**config.mk**
```make
export PLATFORM = sky130hd
export DESIGN_NAME = dma_edge_req_acceptor
export DESIGN_NICKNAME = d
export VERILOG_FILES = /design/src/rtl/dreq_pkg.sv /design/src/rtl/dreq_sync.sv /design/src/rtl/dreq_arm.sv /design/src/rtl/dreq_xfer_seq.sv /design/src/rtl/dma_edge_req_acceptor.sv
export SDC_FILE = /design/constraint.sdc
export NUM_CORES = 1
export LEC_CHECK = 0
export ABC_CLOCK_PERIOD_IN_PS = 1900
export BUFFER_PORTS_ARGS = -buffer_cell sky130_fd_sc_hd__buf_2
export CORE_AREA = 3 3 40 42
export DETAILED_ROUTE_END_ITERATION = 10
export DIE_AREA = 0 0 43 45
export PLACE_DENSITY = 0.72
export SLEW_MARGIN = 0
export SYNTH_ARGS = -nofsm -noshare
export SYNTH_HDL_FRONTEND = slang
export SYNTH_SLANG_ARGS = --single-unit
```
**constraint.sdc**
```tcl
create_clock -name clk_i -period 1.9 [get_ports clk_i]
set_input_delay 0.19 -clock clk_i [delete_from_list [all_inputs] [get_ports clk_i]]
set_output_delay 0.19 -clock clk_i [all_outputs]
set_load 0.05 [all_outputs]
```
**src/rtl/dreq_pkg.sv**
```systemverilog
package dreq_pkg;
  typedef enum logic [1:0] {
    SEQ_IDLE    = 2'd0,
    SEQ_READ    = 2'd1,
    SEQ_WRITE   = 2'd2,
    SEQ_RELEASE = 2'd3
  } seq_state_e;
endpackage

```
**src/rtl/dreq_sync.sv**
```systemverilog
module dreq_sync #(
  parameter int STAGES = 2,
  parameter bit RST_VAL = 1'b1
) (
  input  logic clk_i,
  input  logic rst_ni,
  input  logic d_i,
  output logic q_o
);
  logic [STAGES-1:0] ff_q;

  for (genvar g = 0; g < STAGES; g++) begin : g_stage
    if (g == 0) begin : g_first
      always_ff @(posedge clk_i or negedge rst_ni) begin
        if (!rst_ni) ff_q[g] <= RST_VAL;
        else         ff_q[g] <= d_i;
      end
    end else begin : g_next
      always_ff @(posedge clk_i or negedge rst_ni) begin
        if (!rst_ni) ff_q[g] <= RST_VAL;
        else         ff_q[g] <= ff_q[g-1];
      end
    end
  end

  assign q_o = ff_q[STAGES-1];
endmodule

```
**src/rtl/dreq_arm.sv**
```systemverilog
module dreq_arm (
  input  logic clk_i,
  input  logic rst_ni,
  input  logic en_wr_i,
  input  logic kill_i,
  input  logic pin_low_i,
  input  logic bus_break_i,
  input  logic seq_idle_i,
  input  logic post_write_i,
  output logic held_o,
  output logic rdy_o,
  output logic start_o,
  output logic act_o
);
  logic enabled_q, rdy_q, held_q, wait_q, high_q, act_q;

  assign start_o = held_q & bus_break_i & seq_idle_i & ~kill_i;

  always_ff @(posedge clk_i or negedge rst_ni) begin
    if (!rst_ni) begin
      enabled_q <= 1'b0;
      rdy_q     <= 1'b0;
      held_q    <= 1'b0;
      wait_q    <= 1'b0;
      high_q    <= 1'b0;
      act_q     <= 1'b0;
    end else if (kill_i) begin
      enabled_q <= 1'b0;
      rdy_q     <= 1'b0;
      held_q    <= 1'b0;
      wait_q    <= 1'b0;
      high_q    <= 1'b0;
      act_q     <= 1'b0;
    end else begin
      act_q <= start_o;
      if (en_wr_i && !enabled_q) begin
        enabled_q <= 1'b1;
        rdy_q     <= 1'b1;
      end else if (enabled_q) begin
        if (rdy_q && pin_low_i) begin
          held_q <= 1'b1;
          rdy_q  <= 1'b0;
        end
        if (start_o) begin
          held_q <= 1'b0;
          wait_q <= 1'b1;
          high_q <= 1'b0;
        end else if (wait_q) begin
          // high seen during transfer arms the next edge
          if (!pin_low_i) high_q <= 1'b1;
          if (post_write_i && high_q) begin
            wait_q <= 1'b0;
            high_q <= 1'b0;
            rdy_q  <= 1'b1;
          end
        end
      end
    end
  end

  assign held_o = held_q;
  assign rdy_o  = rdy_q;
  assign act_o  = act_q;
endmodule

```
**src/rtl/dreq_xfer_seq.sv**
```systemverilog
module dreq_xfer_seq
  import dreq_pkg::*;
(
  input  logic       clk_i,
  input  logic       rst_ni,
  input  logic       start_i,
  input  logic       abort_i,
  input  logic       rd_done_i,
  input  logic       wr_done_i,
  output seq_state_e state_o
);
  seq_state_e state_q, state_d;

  always_comb begin
    state_d = state_q;
    unique case (state_q)
      SEQ_IDLE:    if (start_i)   state_d = SEQ_READ;
      SEQ_READ:    if (rd_done_i) state_d = SEQ_WRITE;
      SEQ_WRITE:   if (wr_done_i) state_d = SEQ_RELEASE;
      SEQ_RELEASE:                state_d = SEQ_IDLE;
      default:                    state_d = SEQ_IDLE;
    endcase
    if (abort_i) state_d = SEQ_IDLE;
  end

  always_ff @(posedge clk_i or negedge rst_ni) begin
    if (!rst_ni) state_q <= SEQ_IDLE;
    else         state_q <= state_d;
  end

  assign state_o = state_q;
endmodule

```
**src/rtl/dma_edge_req_acceptor.sv**
```systemverilog
module dma_edge_req_acceptor
  import dreq_pkg::*;
#(
  parameter int SYNC_STAGES = 2
) (
  input  logic clk_i,
  input  logic rst_ni,
  input  logic chan_on_i,
  input  logic chan_off_i,
  input  logic dreq_ni,
  input  logic bus_break_i,
  input  logic xfer_end_i,
  input  logic rd_done_i,
  input  logic wr_done_i,
  output logic req_held_o,
  output logic activate_o,
  output logic accept_rdy_o,
  output logic bus_rd_o,
  output logic bus_wr_o,
  output logic bus_rel_o
);
  logic       dreq_s;
  logic       kill;
  logic       start;
  seq_state_e state;

  assign kill = xfer_end_i | chan_off_i;

  dreq_sync #(.STAGES(SYNC_STAGES), .RST_VAL(1'b1)) u_sync (
    .clk_i (clk_i),
    .rst_ni(rst_ni),
    .d_i   (dreq_ni),
    .q_o   (dreq_s)
  );

  dreq_arm u_arm (
    .clk_i       (clk_i),
    .rst_ni      (rst_ni),
    .en_wr_i     (chan_on_i),
    .kill_i      (kill),
    .pin_low_i   (~dreq_s),
    .bus_break_i (bus_break_i),
    .seq_idle_i  (state == SEQ_IDLE),
    .post_write_i((state == SEQ_RELEASE) || (state == SEQ_IDLE)),
    .held_o      (req_held_o),
    .rdy_o       (accept_rdy_o),
    .start_o     (start),
    .act_o       (activate_o)
  );

  dreq_xfer_seq u_seq (
    .clk_i    (clk_i),
    .rst_ni   (rst_ni),
    .start_i  (start),
    .abort_i  (kill),
    .rd_done_i(rd_done_i),
    .wr_done_i(wr_done_i),
    .state_o  (state)
  );

  assign bus_rd_o  = (state == SEQ_READ);
  assign bus_wr_o  = (state == SEQ_WRITE);
  assign bus_rel_o = (state == SEQ_RELEASE);
endmodule

```
* Word-level counts from Yosys, hierarchy flattened *
Index checks and enable logic that the tools add are counted.

operators by class
  multipliers = 0
  add/sub/neg operators = 0
  order comparisons = 0
  reductions and logical operators = 16
  div/mod/pow operators = 0
  shift-type cells = 0
  equal/unequal tests = 7
  bitwise operators = 6
  muxes and demuxes = 33

operator list
  cell                                                                     number
  1-bit 2-to-1 mux                                                         28
  3-bit by 2-bit inequality test with 1-bit output, second input constant  3
  3-bit nonzero test                                                       3
  2-bit 2-to-1 mux                                                         4
  2-bit case mux with 4 select lines                                       1
  3-bit AND reduction                                                      2
  2-bit == test, second input constant                                     2
  4-bit AND reduction                                                      1
  2-bit nonzero test                                                       2
  4-bit nonzero test                                                       1
  1-bit AND                                                                3
  1-bit logical AND                                                        3
  2-bit by 1-bit == test with 1-bit output, second input constant          1
  2-bit logical NOT                                                        1
  2-bit by 1-bit inequality test with 1-bit output, second input constant  1
  1-bit NOT                                                                2
  2-bit AND reduction                                                      1
  1-bit logical NOT                                                        1
  1-bit logical OR                                                         1
  1-bit OR                                                                 1

word-level totals
  input bits = 9
  memory bits (writable) = 0
  memories kept = 0
  flip-flop bits (word level) = 10
  bits in latches = 0
  bits in read-only memories = 0

* Depth between registers and ports, before layout *
Gate-level depths: netlist (run 1).

  depth after elaboration = 9
  mapped depth = 5
  depth with buffers taken out = 5

* Modules after synthesis *
Synthesis (run 1) repeated with hierarchy kept, for this count alone.

unflattened totals
  cells, all modules = 54
  area, all modules = 538.0 µm²

modules (own cells, without submodules)
  module                 sequential area each (µm²)  area an instance (µm²)  instances  cells an instance
  dreq_arm               150.1                       256.5                   1          26
  dreq_xfer_seq          50.0                        157.7                   1          17
  dma_edge_req_acceptor  0.0                         71.3                    1          9
  dreq_sync              52.6                        52.6                    1          2

* Worst setup path before layout (run 1) *
OpenSTA, ideal clock, no wires.

  path type = register -> register
  from = register u_seq.state_q[1] (netlist: u_seq.state_o[1])
  to = register u_seq.state_q[1] (netlist: u_seq.state_o[1])
  data arrival time = 1.478 ns
  cell stages (with the launch flop) = 6
  setup slack = 0.349 ns
  library setup time = 0.073 ns
  buffers on the path = 0
  period minus slack after synthesis = 1.551 ns
  cells stage by stage = dfrtp_1 > inv_1 > ha_1 > nand2b_1 > a31o_1 > a21oi_2

on the way
  elaborated cells between the ends (all ways) = 12
  classes of those cells = eq/ne: 6; mux: 2; bitwise: 2; reduce/logical: 2

RTL lines
  element                                                                                                        line                         RTL
  start: declaration                                                                                             dreq_xfer_seq.sv:12          seq_state_e state_q, state_d;
  start signal: assignment                                                                                       dreq_xfer_seq.sv:28          else state_q <= state_d;
  2-bit by 1-bit == test with 1-bit output (*)                                                                   n/a
  named net bus_rd_o                                                                                             dma_edge_req_acceptor.sv:18  output logic bus_rd_o,
  2-bit case mux with 4 select lines / 3-bit by 2-bit inequality test with 1-bit output (equally long branches)  n/a
  2-bit 2-to-1 mux / 3-bit AND reduction (equally long branches)                                                 n/a

The timed path passes the listed nets; every way through them passes the cells marked *.
A chain may end at the register's enable or synchronous reset.

* Worst setup path after layout (run 1) *
  from = register u_seq.state_q[0] (netlist: u_seq.state_o[0])
  to = output port bus_wr_o

on the way
  cells in the longest elaborated chain, start to end = 1

ends and longest elaborated chain
  element           line                         RTL
  2-bit == test     dma_edge_req_acceptor.sv:62  assign bus_wr_o = (state == SEQ_WRITE);
  end: declaration  dma_edge_req_acceptor.sv:19  output logic bus_wr_o,

Every way passes these cells.

==> results of run 1 <==
[final cells by class]
cell class | instances | area (µm²) | share of cell area
repair buffers | 16 | 90.09 | 0.1353
flip-flops and latches | 10 | 252.7 | 0.3797
well taps | 15 | 18.77 | 0.02820
multi-input cells | 32 | 256.5 | 0.3853
clock buffers | 4 | 36.28 | 0.05451
inverters | 3 | 11.26 | 0.01692
[worst max-delay path by stage]
stage	from	end	slack, ns	cells past startpoint
2_1_floorplan	u_seq.state_o[1]	u_seq.state_o[1]	0.35	5
4_1_cts	u_seq.state_o[0]	bus_wr_o	0.40	3
3_5_place_dp	u_seq.state_o[0]	u_arm.rdy_o	0.47	5
3_3_place_gp	u_seq.state_o[0]	u_seq.state_o[0]	0.51	5
5_1_grt	u_seq.state_o[0]	bus_wr_o	0.34	3
6_report	u_seq.state_o[0]	bus_wr_o	0.42	3
[cell usage after synthesis, types with 2 or more instances]
cell,number,area share
dfrtp_1,8,0.38
ha_1,5,0.12
nor2_1,4,0.028
a31oi_1,3,0.035
inv_1,3,0.021
a211oi_1,2,0.028
buf_2,2,0.019
dfstp_2,2,0.099
nand3b_1,2,0.028
nor3_1,2,0.019
[timing repair]
item,CTS,global route
hold buffers,1,1
endpoints found under the hold margin,8,1
resized for setup,0,0
[registers in the layout, summed over array words and instances (netlist names)]
name / count
u_arm.wait_q: 1
u_arm.act_o: 1
u_arm.enabled_q: 1
u_seq.state_o: 2
u_sync.ff_q: 1
u_arm.held_o: 1
u_arm.high_q: 1
u_arm.rdy_o: 1
u_sync.q_o: 1
[per-stage QoR]
stage,instances,area (µm²),worst slack [ns]
floorplan,47,530.5,0.3488
global placement,74,609.3,0.5061
detailed placement,74,609.3,0.4745
CTS,79,655.6,0.4047
global route,80,665.6,0.3408
finish,80,665.6,0.4240
[kinds of logic after synthesis]
| kind of cell | after synthesis | share of synthesized area |
|---|---|---|
| compound gates | 11 | 0.1816 |
| simple gates | 16 | 0.1840 |
| fa+ha+maj | 5 | 0.1179 |
| buf+inv | 5 | 0.04009 |
| flops | 10 | 0.4764 |
[power breakdown]
| group | leakage, nW | switching (W) | internal [W] |
|---|---|---|---|
| combinational | 0.164 | 0.0000165 | 0.0000136 |
| sequential | 0.132 | 0.00000506 | 0.000219 |
| clock | 0.0210 | 0.0000687 | 0.000116 |
[worst min-delay path, stage by stage]
cell    delay (ns)
buf_2         0.09
nor2_1        0.03
nor2_1        0.09
[layer usage]
| metal | part of all wire | vias to the layer above | GRT usage |
|---|---|---|---|
| met2 | 0.47 | 9 | 0.1587 |
| met5 | 0 | - | 0 |
| li1 | - | 205 | - |
| met1 | 0.46 | 189 | 0.1228 |
| met3 | 0.060 | 2 | 0.04781 |
| met4 | 0.016 | 0 | 0.07229 |
==> qor.csv, run 1 <==
stage,metric,value,unit
run_status,run status,completed,
finish,Inserted Diodes,0,
global_routing,pin count of the biggest net entering global routing,11,
detailed_routing,final wirelength,887,µm
worst_hold_path,hold path cells,3,
timing,Achievable Freq,677.5,MHz
finish,most frequent cells in the layout,"buf_2 (14), dfrtp_1 (8), ha_1 (5)",
floorplanning,Initial Utilization,0.4129,
timing,Slew @ Worst Pin,0.3240,ns
pwr,Tot Pwr,0.0004389,W
timing,Slew Limit Fails,0,
clocking,CTS Root Cell,clkbuf_4,
clocking,Clock transition at path regs,0.06,ns
setup_path,Buf/Inv on CP,2,
placement,DP HPWL,721.7,µm
detailed_routing,1st-iter DRT viols,6,
setup_path,crit start category,flop,
clocking,postcts setup bufs,0,
detailed_routing,post-route ant nets,0,
synth,yosys warns,0,
floorplanning,Die ar.,1935,µm²
synth,sequential fraction of the synthesis area,0.4764,
setup_path,"Cell Chain, Critical Path",inv_1 > ha_1 > buf_2,
setup_path,crit path DAT,1.29,ns
timing,Final Critical Period,1.476,ns
detailed_routing,Residual DRC,0,
clocking,worst skew pair latency,0.26,ns
timing,Max-slew headroom,0.7840,
clocking,CTS Buf Count,3,
timing,final hold violation count,0,
clocking,CTS Buffer Depth,2,
flow_run,number of max-cap violations,0,
finish,Final #Nets,80,
timing,period utilization,0.7768,
worst_hold_path,hold path endpoint,u_arm.enabled_q,
synth,synthesized area per cell,11.29,µm²
global_routing,total track usage,0.1063,
synth,synth unique cells,24,
global_routing,vias in the first global route,349,
finish,layout cells sized above 1,0.4000,
global_routing,first-pass GRT wire length,1455,µm
setup_path,CP max stage delay,0.41,ns
synth,Synth Cell Area,530.5,µm²
setup_path,reg2reg setup slack,0.46,ns
floorplanning,Die Wd,43,µm
setup_path,"Slowest-stage cell, CP",dfrtp_1,
global_routing,grt ovf,0,
clocking,Sink Count,10,
setup_path,crit path capture type,output pin,
setup_path,R2R cell count,5,
floorplanning,Die Y,45,µm
floorplanning,total core area,1285,µm²
placement,Final Wtd Congestion,0.6580,
pwr,VDD IR max,0.0003527,V
synth,Async SR Flop Fraction,1.000,
detailed_routing,Via Count,405,
setup_path,worst reg2reg endpoint,u_seq.state_o[0],
floorplanning,number of I/O pins,15,
setup_path,Top Family by Delay on Critical Path,flip-flops,
clocking,clock tree from TritonCTS,yes,
finish,Syn-to-layout area delta,25.47,%
global_routing,initial antenna violation count,0,
timing,RSZ-0062 raised after global routing,no,
finish,Fill cells,124,
finish,"commonest non-fill, non-tap cell in the layout",buf_2,
pwr,Power Density,659.4,nW/µm²
synth,Post-synth EDFFs,0,
clocking,H-tree Lvls,1,
floorplanning,num rows,13,
timing,# setup viols final,0,
timing,Setup TNS,0,ns
setup_path,crit path kind,flop to output pin,
setup_path,RR Startpoint,u_seq.state_o[0],
finish,fin util,0.5180,
synth,Synth Flop Type,dfrtp_1,
timing,Setup Skew,0.002111,ns
detailed_routing,vias per cell,5.063,
setup_path,Worst Path Required,1.71,ns
placement,Buffers on Ports,14,
synth,Syn Nets,61,
synth,number of synthesized register bits,10,
setup_path,CP Max Fanout,4,
pwr,LEAKAGE,0.3168,nW
worst_hold_path,worst hold start,chan_on_i,
timing,hold slack,0.1830,ns
worst_hold_path,hold crit path type,input port to flop,
detailed_routing,post-DR wirelength/cell,11.09,µm
synth,Mapped Cells,47,
detailed_routing,drt first pass iters,3,
(Power assumes the default switching activity.)
==> inputs of run 2 (changes only) <==
--- a/config.mk
+++ b/config.mk
@@ -5,7 +5,7 @@
 export SDC_FILE = /design/constraint.sdc
 export NUM_CORES = 1
 export LEC_CHECK = 0
-export ABC_CLOCK_PERIOD_IN_PS = 1900
+export ABC_CLOCK_PERIOD_IN_PS = 1500
 export BUFFER_PORTS_ARGS = -buffer_cell sky130_fd_sc_hd__buf_2
 export CORE_AREA = 3 3 40 42
 export DETAILED_ROUTE_END_ITERATION = 10
==> constraint.sdc (replaced) <==
create_clock -name clk_i -period 1.5 [get_ports clk_i]
set_input_delay 0.15 -clock clk_i [delete_from_list [all_inputs] [get_ports clk_i]]
set_output_delay 0.15 -clock clk_i [all_outputs]
set_load 0.05 [all_outputs]
==> run 2 against run 1 <==
Sequential cell count unchanged; design area up 7.5%; total power grew 29%; cell count increased by 5.0%; sequential power up 27%; largest power group unchanged; count of clock-buffer cells in the layout unchanged; largest cell class unchanged; combinational power grew 28%; clock power grew 31%; critical path type unchanged; global-route usage is 1.7 points higher; first-iteration DRC count increased by 33%; via count is 5.4% higher.
==> qor.csv, run 2 (synthesis gave the netlist of run 1 again) <==
stage,metric,value,unit,change
placement,DP Worst Slack,0.07130,ns,-0.4032 ns
timing,period utilization,0.9910,,
finish,Syn-to-layout area delta,34.91,%,
timing,Achievable Freq,672.7,MHz,
clocking,Clock transition at path regs,0.07,ns,about the same
global_routing,vias in the first global route,373,,+6.9%
setup_path,crit start category,flop,,
finish,Final #Nets,84,,+5.0%
setup_path,"Slowest-stage cell, CP",dfrtp_1,,
finish,register area,252.7,µm²,unchanged
placement,Final Wtd Congestion,0.6765,,+2.8%
clocking,CTS Root Cell,clkbuf_4,,
placement,DP HPWL,725.5,µm,+0.53%
finish,Fill cells,111,,-10%
finish,fin util,0.5570,,+0.03895
pwr,Tot Pwr,0.0005647,W,+29%
finish,max reg flops,2,,unchanged
clocking,Sink Count,10,,unchanged
floorplanning,Die Y,45,µm,unchanged
timing,Setup Skew,0.001301,ns,-0.0008103 ns
flow_run,number of max-cap violations,0,,unchanged
global_routing,total track usage,0.1229,,+0.01657
timing,Max-slew headroom,0.7874,,+0.003402
detailed_routing,post-DR wirelength/cell,13.08,µm,+18%
setup_path,crit path kind,flop to output pin,,
setup_path,Worst Path Required,1.35,ns,-0.36 ns
setup_path,crit path capture type,output pin,,
clocking,CTS Buffer Depth,2,,unchanged
floorplanning,num rows,13,,unchanged
detailed_routing,1st-iter DRT viols,8,,+2
setup_path,CP Max Fanout,4,,unchanged
detailed_routing,final wirelength,1099,µm,+24%
floorplanning,Die Wd,43,µm,unchanged
detailed_routing,Residual DRC,0,,unchanged
clocking,worst skew pair latency,0.26,ns,about the same
detailed_routing,vias per cell,5.083,,+0.41%
pwr,LEAKAGE,0.3377,nW,+6.6%
timing,Slew Limit Fails,0,,unchanged
setup_path,Top Family by Delay on Critical Path,buffers and inverters,,
finish,layout cells sized above 1,0.4783,,+0.07826
timing,Slew @ Worst Pin,0.3189,ns,-0.005103 ns
floorplanning,Die ar.,1935,µm²,unchanged
global_routing,grt ovf,0,,unchanged
setup_path,CP max stage delay,0.41,ns,about the same
finish,"commonest non-fill, non-tap cell in the layout",buf_2,,
detailed_routing,drt first pass iters,4,,+1
detailed_routing,Via Count,427,,+5.4%
finish,most frequent cells in the layout,"buf_2 (14), dfrtp_1 (8), nor2_1 (4), buf_4 (4)",,
timing,# setup viols final,0,,unchanged
pwr,Power Density,789.0,nW/µm²,+20%
floorplanning,total core area,1285,µm²,unchanged
worst_hold_path,hold crit path type,input port to flop,,
placement,Buffers on Ports,14,,unchanged
setup_path,Buf/Inv on CP,2,,unchanged
run_status,run status,completed,,
clocking,clock tree from TritonCTS,yes,,
finish,Inserted Diodes,0,,unchanged
floorplanning,number of I/O pins,15,,unchanged
global_routing,pin count of the biggest net entering global routing,11,,unchanged
finish,area occupied by multi-input gates,276.5,µm²,+7.8%
clocking,CTS Buf Count,3,,unchanged
detailed_routing,post-route ant nets,0,,unchanged
pwr,VDD IR max,0.0004910,V,+39%
floorplanning,Initial Utilization,0.4129,,unchanged
timing,Final Critical Period,1.486,ns,
global_routing,first-pass GRT wire length,1669,µm,+15%
clocking,H-tree Lvls,1,,unchanged
setup_path,"Cell Chain, Critical Path",inv_1 > ha_2 > buf_2,,
timing,hold slack,0.1284,ns,-0.05455 ns
global_routing,initial antenna violation count,0,,unchanged
timing,worst setup margin,0.01351,ns,-0.4105 ns
setup_path,crit path DAT,1.34,ns,+0.05 ns
timing,final hold violation count,0,,unchanged
run 2: per-stage QoR:
step / cell area [µm²] / cells / setup TNS (ns)
after floorplan: 535.5 / 47 / 0
after global placement: 614.3 / 74 / 0
after detailed placement: 614.3 / 74 / 0
after CTS: 670.6 / 80 / 0
after global routing: 715.7 / 84 / -0.1368
final: 715.7 / 84 / 0
run 2: timing repair:
| action | CTS | global route |
|---|---|---|
| hold endpoints to repair | 11 | 0 |
| gates resized for setup | 0 | 2 |
| hold buffers | 2 | 0 |
| buffers inserted | 0 | 4 |
| setup endpoints to repair | 0 | 1 |
run 2: path summary, 6_finish.rpt:
check                            startpoint          endpoint  slack (ns)  depth (start not counted)
min in group asynchronous            rst_ni      u_arm.held_o        0.27                          2
max in group asynchronous            rst_ni        u_sync.q_o        0.98                          2
hold reg to reg              u_sync.ff_q[0]        u_sync.q_o        0.36                          0
setup / recovery           u_seq.state_o[0]          bus_wr_o        0.01                          3
hold / removal                    chan_on_i   u_arm.enabled_q        0.13                          3
setup reg to reg           u_seq.state_o[0]  u_seq.state_o[0]        0.04                          5
run 2: worst register-to-register path, stage by stage (launching register included):
cell      delay, ns
dfrtp_1        0.40
inv_1          0.11
ha_1           0.23
a21bo_2        0.23
nor4bb_4       0.29
nor3_1         0.07
run 2: routing by layer:
metal	vias up	wire, µm	global-route usage
li1	216	-	-
met1	200	494	0.1517
met2	9	540	0.1737
met3	2	47	0.03586
met4	0	17	0.1084
met5	-	0	0
run 2: report_power, final:
part | switching [W] | internal, W | leakage, nW
sequential | 0.00000662 | 0.000277 | 0.132
clock | 0.0000948 | 0.000147 | 0.0210
combinational | 0.0000212 | 0.0000174 | 0.185
run 2: area by class of cell:
class	instances	area share
Multi-Input combinational cell	32	0.3864
Clock buffer	4	0.05070
Sequential cell	10	0.3531
Timing Repair Buffer	20	0.1678
Tap cell	15	0.02622
Inverter	3	0.01573
